===== src/rtl/omega_net.sv =====
`timescale 1ns/1ps
module omega_net #(
  parameter int N  = 8,
  parameter int DW = 16
) (
  input  logic              clk,
  input  logic              rst_n,
  input  logic [N-1:0]      in_valid,
  input  logic [N*$clog2(N)-1:0] in_dest,
  input  logic [N*DW-1:0]   in_data,
  output logic [N-1:0]      out_valid,
  output logic [N*DW-1:0]   out_data,
  output logic [N*$clog2(N)-1:0] out_src,
  output logic [N-1:0]      grant,
  output logic [N-1:0]      stall
);
  localparam int AW  = $clog2(N);
  localparam int STG = AW;
  localparam int LW  = 1 + 2*AW + DW;
  localparam int VB  = LW - 1;
  localparam int SL  = DW + AW;
  localparam int DL  = DW;

  logic [LW-1:0] lnk [STG+1][N];
  logic [LW-1:0] shf [STG][N];
  logic [N-1:0]  won;

  genvar i, j, k, s;
  generate
    for (i = 0; i < N; i++) begin : g_in
      assign lnk[0][i] = {in_valid[i], AW'(i), in_dest[i*AW +: AW], in_data[i*DW +: DW]};
    end

    for (k = 0; k < STG; k++) begin : g_stage
      for (i = 0; i < N; i++) begin : g_shuffle
        localparam int Q = ((i << 1) | (i >> (AW-1))) % N;
        assign shf[k][Q] = lnk[k][i];
      end
      for (s = 0; s < N/2; s++) begin : g_sw
        logic [LW-1:0] a, b;
        logic ba, bb, a_first, ua, ub, la, lb;
        assign a       = shf[k][2*s];
        assign b       = shf[k][2*s+1];
        assign ba      = a[DL+AW-1-k];
        assign bb      = b[DL+AW-1-k];
        assign a_first = a[SL +: AW] < b[SL +: AW];
        assign ua      = a[VB] && !ba;
        assign ub      = b[VB] && !bb;
        assign la      = a[VB] && ba;
        assign lb      = b[VB] && bb;
        assign lnk[k+1][2*s]   = (ua && (!ub || a_first)) ? a : (ub ? b : '0);
        assign lnk[k+1][2*s+1] = (la && (!lb || a_first)) ? a : (lb ? b : '0);
      end
    end

    for (i = 0; i < N; i++) begin : g_won
      logic [N-1:0] hit;
      for (j = 0; j < N; j++) begin : g_hit
        assign hit[j] = lnk[STG][j][VB] && (lnk[STG][j][SL +: AW] == AW'(i));
      end
      assign won[i] = |hit;
    end
  endgenerate

  always_ff @(posedge clk) begin
    if (!rst_n) begin
      out_valid <= '0;
      out_data  <= '0;
      out_src   <= '0;
      grant     <= '0;
      stall     <= '0;
    end else begin
      for (int p = 0; p < N; p++) begin
        out_valid[p]           <= lnk[STG][p][VB];
        out_data[p*DW +: DW]   <= lnk[STG][p][DL-1:0];
        out_src[p*AW +: AW]    <= lnk[STG][p][SL +: AW];
      end
      grant <= won;
      stall <= in_valid & ~won;
    end
  end

  a_r4_grant_or_stall: assert property (@(posedge clk) disable iff (!rst_n)
    $past(rst_n) |-> ((grant | stall) == $past(in_valid)) && ((grant & stall) == '0));

  a_r2_grant_count: assert property (@(posedge clk) disable iff (!rst_n)
    $countones(grant) == $countones(out_valid));

  a_r3_lone_request: assert property (@(posedge clk) disable iff (!rst_n)
    ($countones(in_valid) == 1) |=> ($countones(grant) == 1));

  a_r5_source0_wins: assert property (@(posedge clk) disable iff (!rst_n)
    in_valid[0] |=> grant[0]);

  generate
    for (j = 0; j < N; j++) begin : g_chk_out
      a_r6_lands_on_dest: assert property (@(posedge clk) disable iff (!rst_n)
        lnk[STG][j][VB] |-> (lnk[STG][j][DL +: AW] == AW'(j)));
      for (i = 0; i < N; i++) begin : g_chk_src
        a_r2_delivery: assert property (@(posedge clk) disable iff (!rst_n)
          ($past(rst_n) && out_valid[j] && out_src[j*AW +: AW] == AW'(i)) |->
            ($past(in_valid[i]) && $past(in_dest[i*AW +: AW]) == AW'(j) &&
             out_data[j*DW +: DW] == $past(in_data[i*DW +: DW]) && grant[i]));
      end
    end
  endgenerate
endmodule


===== config.mk =====
export PLATFORM = sky130hd
export DESIGN_NAME = omega_net
export DESIGN_NICKNAME = d
export VERILOG_FILES = /design/src/rtl/omega_net.sv
export SDC_FILE = /design/constraint.sdc
export NUM_CORES = 1
export LEC_CHECK = 0
export CELL_PAD_IN_SITES_DETAIL_PLACEMENT = 1
export CELL_PAD_IN_SITES_GLOBAL_PLACEMENT = 2
export CORE_MARGIN = 1
export CORE_UTILIZATION = 36
export CTS_CLUSTER_DIAMETER = 80
export CTS_CLUSTER_SIZE = 20
export DETAILED_ROUTE_END_ITERATION = 8
export DONT_BUFFER_PORTS = 1
export GPL_TIMING_DRIVEN = 0
export PLACE_DENSITY_LB_ADDON = 0.2
export SETUP_SLACK_MARGIN = 0.2
export SYNTH_ARGS = -nofsm -noshare
export SYNTH_HDL_FRONTEND = slang
export SYNTH_SLANG_ARGS = --single-unit

===== constraint.sdc =====
create_clock -name clk -period 4.8 [get_ports clk]
set_clock_uncertainty 0.15 [all_clocks]
set_input_delay 0.96 -clock clk [delete_from_list [all_inputs] [get_ports clk]]
set_output_delay 0.96 -clock clk [all_outputs]
set_load 0.005 [all_outputs]

# [Word level (Yosys, flattened, before mapping)]
# Cells that the tools add are included.
[classes] n_bitwise=2 muxes=48 add_sub_neg=0 div=0 reduce_logical=200 eq_ne=56 n_lt_le_gt_ge=8 n_mul=0 shift=0
[ops] operator="$mux 23" n=48
[ops] operator="$logic_and 1x1->1" n=128
[ops] operator="$eq 3x3->1 const B" n=32
[ops] operator="$reduce_or 8->1" n=8
[ops] operator="$eq 3x2->1 const B" n=16
[ops] operator="$logic_not 1->1" n=40
[ops] operator="$eq 3x1->1 const B" n=8
[ops] operator="$logic_not 3->1" n=8
[ops] operator="$lt 3x3->1" n=8
[ops] operator="$logic_or 1x1->1" n=16
[ops] operator="$and 8x8->8" n=1
[ops] operator="$not 8->8" n=1
[word_totals] romBits=0 register_bits=176 in_bits=162 latchBits=0 output_inout_bits=176 wordCells=319 mem_bits_rw=0 memories=0

# [Logic depth before layout (Yosys ltp)]
# Gate-level depths: netlist of the first run.
[logic_depth] word_depth=21 depth_mapped=16 depth_no_buf=13

# [Least setup slack after synthesis of the first run]
# No wires, ideal clock.
[synth_path] kind="input-to-reg" from="in in_dest[8]" to="reg grant[3]" path_buffers=2 cell_stages=13 required_time_ns=4.530 arrival_ns=3.894 setup_slack_ns=0.636 setup_ns=0.120 cell_sequence="buf_6 > and2_4 > clkbuf_1 > nor2_1 > nand2_1 > a21oi_1 > ha_1 > a21o_1 > a41o_1 > a311oi_4 > or3_1 > o211ai_1 > o31a_1"
[synth_via] elab_chain_len=16 word_cells_on_any_way=90 classes_between="order compare: 6; eq/ne: 8; mux: 18; reduce/logical: 58"
[synth_rtl] element="from (decl)" line="9" source="input logic [N*$clog2(N)-1:0] in_dest,"
[synth_rtl] element="parallel branches: the longest is 15 deep, another holds $lt 3x3->1"
[synth_rtl] element="$reduce_or 8->1 (*)" line="61" source="assign won[i] = |hit;"
[synth_rtl] element="to (signal assigned)" line="78" source="grant <= won;"
[synth_rtl] element="to (decl)" line="14" source="output logic [N-1:0] grant,"
# Mark *: on every way between the ends.
# A chain may end at the register's enable or synchronous reset.

# [Worst setup path in the final report of the first run]
[layout_path] from="in in_dest[5]" to="reg grant[5]"
[layout_via] elab_chain_len=16 word_cells_on_any_way=98 classes_between="order compare: 6; eq/ne: 8; mux: 22; reduce/logical: 62"
[layout_rtl] element="parallel branches: the longest is 15 deep, another holds $lt 3x3->1"
[layout_rtl] element="$reduce_or 8->1 (*)" line="61"
# Marks and branches as above.

==> results of run 1 <==
==> cell families (layout without fill, tap and decap cells) <==
logic type | after synthesis | count (layout) | share of synthesized area [%]
simple gates | 509 | 509 | 22.6
compound gates | 577 | 577 | 38.7
fa+ha+maj | 7 | 7 | 0.812
mux | 3 | 3 | 0.302
flops | 176 | 176 | 32.7
buf+inv | 129 | 160 | 4.93
==> Yosys cell counts (all sizes together) (4+ instances only) <==
library cell / count / area, sq um
and3: 5 / 31.3
o2bb2a: 20 / 200
nor2b: 7 / 43.8
nand4: 4 / 25.0
a21o: 5 / 37.5
o31a: 13 / 115
nor3: 46 / 230
nor2: 245 / 920
a21boi: 5 / 41.3
nor3b: 6 / 55.1
nand3: 34 / 170
inv: 23 / 86.3
o22ai: 33 / 213
and2: 15 / 98.9
nand3b: 19 / 143
o31ai: 10 / 108
o21ai: 77 / 400
ha: 7 / 87.6
nand2b: 14 / 87.6
or2: 7 / 43.8
a21oi: 101 / 513
a41oi: 6 / 60.1
a22oi: 159 / 1190
and3b: 12 / 105
o22a: 21 / 184
nor4: 10 / 75.1
a31o: 5 / 52.6
o211ai: 8 / 60.1
o21a: 24 / 180
clkbuf: 72 / 272
buf: 34 / 174
dfxtp: 176 / 3520
a31oi: 29 / 228
nand2: 58 / 218
a22o: 21 / 184
or3: 17 / 106
a211oi: 10 / 75.1
==> worst paths after layout <==
path | start | slack (ps) | end
max | in_dest[5] | 270 | grant[5]
min | in_valid[6] | 470 | stall[6]
==> per-layer routing <==
| metal | global-route usage [%] | vias to the layer above | part of all wire (%) |
|---|---|---|---|
| met2 | 58.2 | 632 | 44 |
| li1 | - | 5338 | - |
| met4 | 13.0 | 0 | 3.1 |
| met3 | 8.51 | 96 | 8.4 |
| met1 | 50.2 | 6014 | 44 |
| met5 | 0 | - | 0 |
==> sequential cells by signal (all words and copies together), names as in the netlist <==
name / count
out_src: 24
out_data: 128
stall: 8
grant: 8
out_valid: 8
==> area by class of cell <==
cell class	instances	area, sq um
plain buffers	105	447
multi-input cells	1096	6810
inverters	23	86.3
clock buffers	19	453
clock inverters	13	165
fillers	3613	17600
well taps	390	488
flip-flops and latches	176	3520
==> repair_timing <==
action / in CTS / in global routing
pin swaps: 0 / 2
gates resized for setup: 10 / 17
setup endpoints to repair: 73 / 52
==> critical path, cell delays in order <==
cell	delay [ps]
buf_2	180
nand2b_1	130
clkbuf_1	330
nand4_1	340
a21oi_2	360
inv_1	120
ha_1	340
a21oi_2	320
o41a_1	330
o21ai_1	180
a22oi_2	400
o2111ai_1	360
o31a_1	360
==> power by group through the flow <==
stage | registers [mW] | logic [mW] | clock network (mW)
after floorplan | 1.57 | 0.587 | 0
after global placement | 1.58 | 0.897 | 0
after detailed placement | 1.58 | 0.900 | 0
after CTS | 1.55 | 0.909 | 1.52
after global routing | 1.55 | 0.994 | 1.57
final | 1.55 | 0.945 | 1.50
==> stage by stage <==
stage,total power [mW],hold slack (ps),setup slack (ps),std cells
after CTS,3.97,462,211,1823
after global placement,2.48,947,-1020,1791
final,3.99,474,274,1822
after detailed placement,2.48,938,-910,1791
after global routing,4.12,480,182,1822
after floorplan,2.16,929,636,1401
==> metrics.txt, run 1 <==
GR Overflow Total=0; Pre-antenna DRT Iters=6; asr flop ratio synth=0%; antenna diode count=0; die span in x=~180 um; Post-synth EDFFs=0; DRT Wirelength=roughly 60000 um; HP Class=in2reg; DR iter-0 viols=1366; actual slew at the worst max-slew pin=roughly 1500 ps; final core utilization=between 40% and 50%; final routed DRC violation total=0; Final Hold Viols=0; hpwl dp=between 40000 and 50000 um; Worst Path Required=~5000 ps; largest net degree at the start of global routing=19; synthesized area per cell=around 7.7 sq um; hold depth=2; share of layout cells above drive strength 1=8.66%; Internal Power=2.55 mW; most frequent cells in the layout=nor2_1 (239), dfxtp_1 (176), a22oi_1 (158); drt via density=between 6 and 7; Placer Congestion=approximately 1; Initial Util=a little over a third; crit path kind=in2reg; Root Buffer=clkbuf_16; first-pass GRT wire length=83800 um; Worst EP arrival=about 4700 ps; area grow syn2layout=11.0%; max cap viols=1; CTS sink count=176; Comb pwr share=a little under a quarter; unrepaired setup endpoints after global routing=true; vias in the first global route=12100; Rows=63; sw frac=a little over a third; total track usage=a little under two fifths; YS warnings=0; initial antenna violation count=0; total CTS buffers=17; net switching power=1.44 mW; H-Tree Depth=4; Wirelength per Cell=around 32 um; Core ar.=~30000 sq um; Leak=approximately 4.0 nW; total nets after synthesis=roughly 1600; sequential share of the synthesized area=around a third; Die ar.=~31000 sq um; Placement Cell Area=11300 sq um; crit share post-route=between 90% and 100%; Die Height=175 um; CP Launch Type=input port; CP endpoint kind=register; design area=about 12000 sq um; CTS tree=yes; PortBufs=0; Power Density=334 nW/um^2; Distinct cells, synth=87; # hold bufs at CTS=0; number of synthesized register bits=176; clk buf depth=2; peak supply drop=~0.00025 V; FMAX=221 MHz; Clock power frac=a little under two fifths; setup_tns=0 ps; ys flop type=dfxtp_1; Clk pin slew, worst setup/hold paths=~80 ps; post-route ant nets=0; Post-CTS Setup Bufs=0; Max Slew Vio Count=11; status=finished, violations left; min Tclk post-route=4530 ps; Synth Instances=~1400; # setup viols final=0; nets=~1600; synthesized cell area=10800 sq um; via count=about 12000; maximum fanout along the worst path=10; Rel. slew slack=-1.26%; Reg power frac=38.7%; failing checks=capacitance limit, slew limit; IO Pins=~340; most common cell after layout, fill and taps aside=nor2_1
Power figures use the tool's default switching activity.
==> inputs of run 2 (changes only) <==
--- a/config.mk
+++ b/config.mk
@@ -8,7 +8,8 @@
 export CELL_PAD_IN_SITES_DETAIL_PLACEMENT = 1
 export CELL_PAD_IN_SITES_GLOBAL_PLACEMENT = 2
 export CORE_MARGIN = 1
-export CORE_UTILIZATION = 36
+export CORE_UTILIZATION = 37
+export CTS_BUF_LIST = sky130_fd_sc_hd__clkbuf_8
 export CTS_CLUSTER_DIAMETER = 80
 export CTS_CLUSTER_SIZE = 20
 export DETAILED_ROUTE_END_ITERATION = 8
@@ -16,6 +17,7 @@
 export GPL_TIMING_DRIVEN = 0
 export PLACE_DENSITY_LB_ADDON = 0.2
 export SETUP_SLACK_MARGIN = 0.2
+export SLEW_MARGIN = 20
 export SYNTH_ARGS = -nofsm -noshare
 export SYNTH_HDL_FRONTEND = slang
 export SYNTH_SLANG_ARGS = --single-unit
==> run 2 against run 1 <==
Compared with the run above: sequential share of layout area rose by 0.53 points; the run now ends clean; largest power group unchanged; wire length fell by 0.87%; die area fell by 2.7%; highest routed layer unchanged; sequential cell count did not move; global-route usage rose by 0.55 points; clock-buffer cell count fell by 1; via count rose by 1.1%; non-clock buffer count did not move.
==> metrics.txt, run 2 (synthesis results as in run 1) <==
status=finished clean; crit path kind=in2reg; CP endpoint kind=register; vias in the first global route=approximately 12000; final routed DRC violation total=0; antenna diode count=0; most frequent cells in the layout=nor2_1 (239), dfxtp_1 (176), a22oi_1 (158); largest registers=out_data (128), out_src (24); IO Pins=338; first-pass GRT wire length=between 80000 and 90000 um; max cap viols=0; max FFs per register=approximately 130; CP Launch Type=input port; Final Power=about 3.6 mW; largest net degree at the start of global routing=19; H-Tree Depth=4; Leak=just under 4 nW; area grow syn2layout=9.00%; GR Overflow Total=0; Core ar.=28700 sq um; Hold Slack=between 400 and 500 ps; DP Worst Slack=-928 ps; PortBufs=0; # setup viols final=0; HP Class=in2reg; Final WS setup=approximately 310 ps; Max Slew Vio Count=0; Final Hold Viols=0; crit share post-route=around 93%; min Tclk post-route=4490 ps; CTS sink count=176; Wirelength per Cell=between 30 and 40 um; total track usage=37.8%; most common cell after layout, fill and taps aside=nor2_1; Initial Util=37.6%; drt via density=6.72; Die Height=~170 um; maximum fanout along the worst path=10; post-route ant nets=0; CTS tree=yes; initial antenna violation count=0; Clk pin slew, worst setup/hold paths=100 ps; hpwl dp=~47000 um; Die ar.=about 30000 sq um; Rel. slew slack=a little under two fifths; unrepaired setup endpoints after global routing=true; Power Density=308 nW/um^2; FMAX=around 220 MHz; share of layout cells above drive strength 1=8.45%; Worst EP arrival=4740 ps; Placer Congestion=about 0.99; peak supply drop=approximately 0.00016 V; DRT Wirelength=between 50000 and 60000 um; # hold bufs at CTS=0; Rows=62; final-layout fill cell count=3558; die span in x=173 um; total CTS buffers=17; largest register by flop count=out_data; actual slew at the worst max-slew pin=between 900 and 1000 ps; Worst Path Required=between 5000 and 6000 ps; final core utilization=between 40% and 50%; DR iter-0 viols=between 1000 and 1500; via count=12200; clk buf depth=2; setup_tns=0 ps; Pre-antenna DRT Iters=6; Root Buffer=clkbuf_8; nets=between 1500 and 2000
run 2: power breakdown:
| part | total [mW] | internal, mW | leakage, nW | switching [mW] |
|---|---|---|---|---|
| Clock | 1.14 | 0.454 | 0.214 | 0.687 |
| Combinational | 0.938 | 0.258 | 2.30 | 0.680 |
| Sequential | 1.55 | 1.52 | 1.43 | 0.0308 |
| Total | 3.63 | 2.23 | 3.94 | 1.40 |
run 2: path summary, 6_finish.rpt:
path / startpoint / endpoint / slack [ps] / cells after the start
max: in_dest[11] / stall[2] / 310 / 13
min: in_valid[6] / stall[6] / 430 / 2
run 2: timing repair:
item | in CTS | in global routing
endpoints found under the hold margin | 0 | 0
gates resized for setup | 6 | 16
setup endpoints to repair | 42 | 63
buffers inserted | 0 | 0
cloned | 0 | 0
run 2: routing by layer:
metal  vias up  track usage [%]  wire length, um
met5         -                0                0
met4         0             13.3             1990
met2       677             58.5            25200
met3       122             9.26             5210
li1       5330                -                -
met1      6078             51.1            25300
run 2: worst max-delay path: stages:
cell and delay (ps):
buf_2 190, nor2b_1 120, buf_2 240, o31ai_1 570, clkbuf_1 470, nand2_1 190, ha_1 320, o311ai_0 160
o21ai_1 270, o21ai_0 210, nor2b_2 260, o211ai_1 370, nor4bb_2 400
run 2: cell type report:
class	instances	area, sq um	area share, %
inverter	23	86.3	0.734
clock inverter	14	169	1.44
sequential	176	3520	30.0
multi-input combinational	1096	6810	57.9
clock buffer	18	248	2.11
buffer	105	443	3.77
tap	384	480	4.09
run 2: through the flow:
stage / cells / instance area, sq um
2_1_floorplan: 1401 / 10800
3_3_place_gp: 1785 / 11300
3_5_place_dp: 1785 / 11300
4_1_cts: 1817 / 11700
5_1_grt: 1816 / 11800
6_report: 1816 / 11800
